==> src/rtl/sr_pkg.sv <==
package sr_pkg;

    typedef enum logic [1:0] {
        SRM_OFF  = 2'd0,
        SRM_EMUL = 2'd1,
        SRM_COMP = 2'd2
    } srm_e;

    typedef struct packed {
        logic lead_hi;
        logic lead_lo;
        logic lag_hi;
        logic lag_lo;
    } bridge_t;

    // Unused code 3 falls back to rectifiers off
    function automatic srm_e srm_decode(input logic [1:0] code);
        srm_e m;
        case (code)
            2'd1:    m = SRM_EMUL;
            2'd2:    m = SRM_COMP;
            default: m = SRM_OFF;
        endcase
        return m;
    endfunction

endpackage

==> src/rtl/sr_mode_latch.sv <==
module sr_mode_latch
    import sr_pkg::*;
(
    input  logic       clk,
    input  logic       rst_n,
    input  logic       edge_stb,
    input  logic [1:0] mode_sel,
    output srm_e       act_mode
);

    typedef struct packed {
        srm_e mode;
    } latch_st_t;

    latch_st_t st_d, st_q;

    always_comb begin
        st_d = st_q;
        if (edge_stb) begin
            st_d.mode = srm_decode(mode_sel);
        end
    end

    always_ff @(posedge clk or negedge rst_n) begin
        if (!rst_n) begin
            st_q.mode <= SRM_COMP;
        end else begin
            st_q <= st_d;
        end
    end

    assign act_mode = st_q.mode;

endmodule

==> src/rtl/sr_gate_map.sv <==
module sr_gate_map
    import sr_pkg::*;
#(
    parameter int NUM_GATES = 2
) (
    input  bridge_t              bridge,
    input  srm_e                 mode,
    output logic [NUM_GATES-1:0] want
);

    logic diag_a;
    logic diag_b;
    logic [NUM_GATES-1:0] own_diag;
    logic [NUM_GATES-1:0] opp_diag;

    always_comb begin
        diag_a = bridge.lead_hi & bridge.lag_lo;
        diag_b = bridge.lead_lo & bridge.lag_hi;
    end

    // Gate i pairs with diagonal i, its opposite is the other one
    generate
        for (genvar gi = 0; gi < NUM_GATES; gi++) begin : g_pair
            if (gi % 2 == 0) begin : g_even
                assign own_diag[gi] = diag_a;
                assign opp_diag[gi] = diag_b;
            end else begin : g_odd
                assign own_diag[gi] = diag_b;
                assign opp_diag[gi] = diag_a;
            end
        end
    endgenerate

    always_comb begin
        want = '0;
        for (int i = 0; i < NUM_GATES; i++) begin
            case (mode)
                SRM_EMUL: want[i] = own_diag[i];
                SRM_COMP: want[i] = ~opp_diag[i];
                default:  want[i] = 1'b0;
            endcase
        end
    end

endmodule

==> src/rtl/sr_pulse_filter.sv <==
module sr_pulse_filter #(
    parameter int MIN_PW = 4
) (
    input  logic clk,
    input  logic rst_n,
    input  logic want,
    output logic gate
);

    localparam int CW = (MIN_PW < 2) ? 1 : $clog2(MIN_PW);
    localparam logic [CW-1:0] LAST = CW'(MIN_PW - 1);

    typedef struct packed {
        logic          gate;
        logic [CW-1:0] cnt;
    } pf_st_t;

    pf_st_t st_d, st_q;

    always_comb begin
        st_d = st_q;
        if (want == st_q.gate) begin
            st_d.cnt = '0;
        end else if (st_q.cnt == LAST) begin
            st_d.gate = want;
            st_d.cnt  = '0;
        end else begin
            st_d.cnt = st_q.cnt + 1'b1;
        end
    end

    always_ff @(posedge clk or negedge rst_n) begin
        if (!rst_n) begin
            st_q <= '0;
        end else begin
            st_q <= st_d;
        end
    end

    assign gate = st_q.gate;

endmodule

==> src/rtl/sr_gate_sequencer.sv <==
module sr_gate_sequencer
    import sr_pkg::*;
#(
    parameter int MIN_PW = 4
) (
    input  logic       clk,
    input  logic       rst_n,
    input  logic       lead_hi,
    input  logic       lead_lo,
    input  logic       lag_hi,
    input  logic       lag_lo,
    input  logic [1:0] mode_sel,
    input  logic       edge_stb,
    output logic       sr_gate_a,
    output logic       sr_gate_b
);

    localparam int NUM_GATES = 2;

    bridge_t              bridge;
    srm_e                 act_mode;
    logic [NUM_GATES-1:0] want;
    logic [NUM_GATES-1:0] gate;

    assign bridge = '{lead_hi: lead_hi, lead_lo: lead_lo,
                      lag_hi: lag_hi, lag_lo: lag_lo};

    sr_mode_latch u_mode (
        .clk      (clk),
        .rst_n    (rst_n),
        .edge_stb (edge_stb),
        .mode_sel (mode_sel),
        .act_mode (act_mode)
    );

    sr_gate_map #(
        .NUM_GATES (NUM_GATES)
    ) u_map (
        .bridge (bridge),
        .mode   (act_mode),
        .want   (want)
    );

    generate
        for (genvar gi = 0; gi < NUM_GATES; gi++) begin : g_filt
            sr_pulse_filter #(
                .MIN_PW (MIN_PW)
            ) u_filt (
                .clk   (clk),
                .rst_n (rst_n),
                .want  (want[gi]),
                .gate  (gate[gi])
            );
        end
    endgenerate

    assign sr_gate_a = gate[0];
    assign sr_gate_b = gate[1];

endmodule

==> config.mk <==
export PLATFORM = sky130hd
export DESIGN_NAME = sr_gate_sequencer
export DESIGN_NICKNAME = d
export VERILOG_FILES = /design/src/rtl/sr_pkg.sv /design/src/rtl/sr_mode_latch.sv /design/src/rtl/sr_gate_map.sv /design/src/rtl/sr_pulse_filter.sv /design/src/rtl/sr_gate_sequencer.sv
export SDC_FILE = /design/constraint.sdc
export NUM_CORES = 1
export LEC_CHECK = 0
export BUFFER_PORTS_ARGS = -buffer_cell sky130_fd_sc_hd__clkbuf_2
export CAP_MARGIN = 20
export CORE_MARGIN = 2
export CORE_UTILIZATION = 30
export CTS_CLUSTER_DIAMETER = 30
export DETAILED_ROUTE_END_ITERATION = 6
export MAX_ROUTING_LAYER = met4
export PLACE_DENSITY_LB_ADDON = 0.08
export SYNTH_ARGS = -nofsm -noshare
export SYNTH_HDL_FRONTEND = slang
export SYNTH_HIERARCHICAL = 1
export SYNTH_SLANG_ARGS = --single-unit
==> constraint.sdc <==
create_clock -name clk -period 1.9 [get_ports clk]
set_input_delay 0.095 -clock clk [delete_from_list [all_inputs] [get_ports clk]]
set_output_delay 0.095 -clock clk [all_outputs]
set_load 0.01 [all_outputs]
# After elaboration in Yosys (flattened, before gate mapping)
# Index checks and enable logic that the tools add are counted.
[totals]
reg_bits = 8
output_inout_bits = 2
in_bits = 9
word_cells = 30
[op_classes]
bitwise = 6
n_mux = 7
reduce_logical = 2
n_addsub = 2
eq_ne = 8
[ops]
columns = ["cell", "n"]
rows = [
  ["$eq A2 B2 Y1 const B", 4],
  ["$mux W2", 4],
  ["$add A2 B1 Y2 const B", 2],
  ["$eq A2 B1 Y1 const B", 2],
  ["$not A1 Y1", 4],
  ["$pmux W1 S2", 2],
  ["$pmux W2 S2", 1],
  ["$reduce_and A2 Y1", 2],
  ["$and A1 B1 Y1", 2],
  ["$eq A1 B1 Y1", 2],
]

# Depth between registers and ports, before layout
[logic_depth]
ltp_word = 6
mapped_depth = 6

# Modules after synthesis
# The synthesis kept the hierarchy.
[by_module_without_submodules]
columns = ["module", "area_each_um2", "seq_area_each_um2", "cells_each", "instances"]
rows = [
  ["sr_pulse_filter", 123.9, 75.1, 8, 2],
  ["sr_mode_latch", 83.8, 51.3, 8, 1],
  ["sr_gate_map", 76.3, 0.0, 10, 1],
]

# Worst setup path before layout
# No wires, ideal clock.
[synth_path]
path_kind = "flip-flop to flip-flop"
startpoint = "register, netlist name u_mode/act_mode[1]"
endpoint = "register g_filt[1].u_filt/st_q[1] in the netlist's numbering"
slack_ns = 0.534
period_less_slack_ns = 1.366
path_stages_with_launch = 6
path_buffers = 0
t_required_ns = 1.773
arrival_time_ns = 1.239
cell_sequence = "dfstp_2 ha_1 a21bo_1 a21oi_1 xnor2_1 nor2b_1"
[synth_rtl]
columns = ["item", "line_no", "rtl"]
rows = [
  ["to (signal assigned)", "sr_pulse_filter.sv:36", "st_q <= st_d;"],
  ["to (decl)", "sr_pulse_filter.sv:18", "pf_st_t st_d, st_q;"],
]

==> summary.md <==
| Metric | Value |
|---|---|
| Leakage power total | 0.262 nW |
| Fin. Hold Viols | 0 |
| Post-DR vias/cell | 4.50 |
| Setup tns final | 0 ps |
| Mean Syn Cell Area | 12.0 sq um |
| Total Wirelength | 724 um |
| Post-synthesis cell count | 34 |
| Die span in x | 40.9 um |
| Vias | 288 |
| Clk pin slew, worst setup/hold paths | 50 ps |
| Register-to-Register Setup Slack | 410 ps |
| Via count of the first global-routing pass | 307 |
| Detailed placement HPWL | 590 um |
| Reg2Reg Depth | 5 |
| Maximum buffer depth of the clock tree | 2 |
| Critical Path End Type | flip-flop |
| Switch Pwr | 0.0875 mW |
| Final Wtd Congestion | 0.630 |
| Largest clock skew in the final design | 7.20 ps |
| Worst Hold Path EP | u_mode/act_mode[1] |
| IR Drop Worst-Case VDD | 267 uV |
| Result of the run | finished clean |
| Syn nets | 47 |
| Final critical-path share of the clock period | 78.4% |
| Yosys cell types | 14 |
| Final max-slew violation count | 0 |
| Total setup violations reported at the end of the flow | 0 |
| Slew of the pin with the lowest slew margin | 241 ps |
| Height of the die | 40.9 um |
| Data required time of the worst path | 2030 ps |
| Number of synthesis warnings | 6 |
| Fmax | 0.671 GHz |
| Post-cts sizing count | 0 |
| Core region area | 1280 sq um |
| Max capacitance violation total | 0 |
| Initial Util | 31.7% |
| Hold depth | 2 |
| I/O pin total | 11 |
| # fillers | 131 |
| Launching point of the worst reg2reg path | u_mode/act_mode[1] |
| Core Rows | 13 |
| Clock root buffer master | sky130_fd_sc_hd__clkbuf_4 |
| Proportion of power drawn by combinational gates | 11.6% |
| Final cell count without fillers | 64 |
| Mapped Area | 408 sq um |
| Port bufs | 10 |
| Post-Place Cells | 59 |
| Number of DRC markers after the initial detailed-route iteration | 2 |
| Data arrival time of the worst path | 1620 ps |
| Initial antenna violation count | 0 |
| Time the worst path needs with I/O delays and setup | 1490 ps |
| Total iterations of the first detailed-routing run | 4 |
| Sum of overflow across all layers after global routing | 0 |
| Total number of clock tree sinks | 8 |
| Power density relative to cell area | 716 nW/um^2 |
| Sw Share | 23.8% |
| Maximum number of pins on one net before global-route repair | 9 |
| Unrepaired setup endpoints after global routing | no |
| Clock H-tree levels | 1 |
| Share of cells above drive strength 1 | 38.8% |
| Die area | 1670 sq um |
| Area Overhead vs Synth | 25.8% |
| Final antenna-violating net count | 0 |
| Synth Register Bits | 8 |
| NumNets Final | 63 |
| Final antenna diode count | 0 |
| # DRC | 0 |
| Post-detailed-route wirelength per cell | 11.3 um |
| Hold path startpoint | edge_stb |
| Relative contribution of sequential cells to total power | 49.9% |
| Overall routing resource usage | 13.4% |
| Sequential share of the synthesized area | 49.4% |
| Clock share of power | 38.6% |
| Internal power summed over all cells | 0.280 mW |
| Relative max-transition margin | 83.9% |
| CP Class | reg2reg |
| Clock tree from TritonCTS | done |
| Endpoint of the worst-slack reg-to-reg timing path | g_filt[1].u_filt/st_q[1] |
| Number of buffers added by the clock tree synthesis step | 3 |
| Kind of launch point of the worst setup path | flip-flop |
| Crit-path max FO | 3 |
| Hold Crit Class | in2reg |
| Clock latency of the later-clocked register in the worst-skew pair | 250 ps |
| Wire length of the first global-routing pass | 1280 um |
layout by cell type (no fill, tap or decap):
| master | count |
|---|---|
| sky130_fd_sc_hd__clkbuf_2 | 10 |
| sky130_fd_sc_hd__dfrtp_1 | 7 |
| sky130_fd_sc_hd__ha_1 | 4 |
| sky130_fd_sc_hd__inv_1 | 4 |
| sky130_fd_sc_hd__clkbuf_4 | 3 |
| sky130_fd_sc_hd__xnor2_1 | 2 |
| sky130_fd_sc_hd__nor3_2 | 2 |
| sky130_fd_sc_hd__nor2b_1 | 2 |
| sky130_fd_sc_hd__mux2_2 | 2 |
| sky130_fd_sc_hd__nand3_1 | 2 |
| sky130_fd_sc_hd__a21bo_1 | 2 |
| sky130_fd_sc_hd__nand3b_1 | 2 |
| sky130_fd_sc_hd__o21ai_0 | 2 |
| sky130_fd_sc_hd__clkbuf_1 | 1 |
| sky130_fd_sc_hd__dlygate4sd3_1 | 1 |
| sky130_fd_sc_hd__a21oi_2 | 1 |
| sky130_fd_sc_hd__a21oi_1 | 1 |
| sky130_fd_sc_hd__dfstp_2 | 1 |
layout make-up:
cell class              count  area, sq um  share of cell area, %
clock buffers               4         26.3                   5.12
inverters                   4         15.0                   2.93
multi-input cells          22          191                   37.3
flip-flops and latches      8          201                   39.3
well taps                  15         18.8                   3.66
repair buffers             11         60.1                   11.7
Yosys cell counts:
master / n / area, sq um
sky130_fd_sc_hd__xnor2_1: 2 / 17.5
sky130_fd_sc_hd__o21ai_0: 2 / 10.0
sky130_fd_sc_hd__nand3_1: 2 / 10.0
sky130_fd_sc_hd__a21bo_1: 2 / 20.0
sky130_fd_sc_hd__a21oi_2: 1 / 8.76
sky130_fd_sc_hd__nor3_2: 2 / 20.0
sky130_fd_sc_hd__dfstp_2: 1 / 26.3
sky130_fd_sc_hd__nor2b_1: 2 / 12.5
sky130_fd_sc_hd__dfrtp_1: 7 / 175
sky130_fd_sc_hd__mux2_2: 2 / 22.5
sky130_fd_sc_hd__inv_1: 4 / 15.0
sky130_fd_sc_hd__ha_1: 4 / 50.1
sky130_fd_sc_hd__nand3b_1: 2 / 15.0
sky130_fd_sc_hd__a21oi_1: 1 / 5.00
sequential cells by signal (all words and copies together) (netlist names):
signal,cells
g_filt.u_filt/gate,2
g_filt.u_filt/st_q,4
u_mode/act_mode,2
logic make-up (layout without fill, tap and decap cells):
kind of cell	after synthesis	after routing	share of synthesized area (%)
AO/OA/AOI/OAI	6	6	10.7
XOR/XNOR	2	2	4.30
adder cells (fa/ha/maj)	4	4	12.3
buffers and inverters	4	19	3.68
flip-flops	8	8	49.4
multiplexers	2	2	5.52
AND/OR/NAND/NOR	8	8	14.1
worst max-delay path: stages, from the launching register on:
cell and delay (ps):
sky130_fd_sc_hd__dfstp_2 540, sky130_fd_sc_hd__ha_1 150, sky130_fd_sc_hd__a21bo_1 190, sky130_fd_sc_hd__a21oi_1 220, sky130_fd_sc_hd__xnor2_1 200, sky130_fd_sc_hd__nor2b_1 70
layer usage:
layer | global-route usage (%) | share of wire, % | vias to the layer above
met3 | 4.89 | 3.9 | 2
met5 | - | 0 | -
met2 | 21.5 | 51 | 8
li1 | - | - | 145
met4 | 10.0 | 1.1 | 0
met1 | 13.0 | 44 | 133
worst max path at each step:
stage	startpoint	end	slack [ps]
6_report	u_mode/act_mode[1]	g_filt[1].u_filt/st_q[1]	410
5_1_grt	u_mode/act_mode[1]	g_filt[1].u_filt/st_q[1]	330
4_1_cts	u_mode/act_mode[1]	g_filt[1].u_filt/st_q[1]	390
3_5_place_dp	u_mode/act_mode[1]	g_filt[1].u_filt/st_q[1]	390
3_3_place_gp	u_mode/act_mode[1]	g_filt[1].u_filt/st_q[1]	430
2_1_floorplan	u_mode/act_mode[1]	g_filt[1].u_filt/st_q[1]	530
repair_timing:
action | 4_1_cts | 5_1_grt
endpoints found under the hold margin | 8 | 0
buffers inserted | 0 | 0
hold buffers | 1 | 0
power groups by stage:
stage	logic, mW	clock network [mW]	registers [mW]
4_1_cts	0.0427	0.147	0.184
2_1_floorplan	0.0233	0	0.185
6_report	0.0425	0.142	0.183
3_5_place_dp	0.0412	0	0.186
3_3_place_gp	0.0380	0	0.186
5_1_grt	0.0497	0.155	0.184
stage by stage:
step	power (mW)	util (%)	hold WS (ps)	instance area (sq um)	setup WS, ps
2_1_floorplan	0.208	-	-201	408	534
3_3_place_gp	0.224	37.1	-54.7	477	426
3_5_place_dp	0.228	37.1	-50.5	477	393
4_1_cts	0.373	39.9	33.3	513	388
5_1_grt	0.389	39.9	57.8	513	325
6_report	0.368	39.9	33.4	513	410
Note: power is estimated with default switching activity, not from simulation.
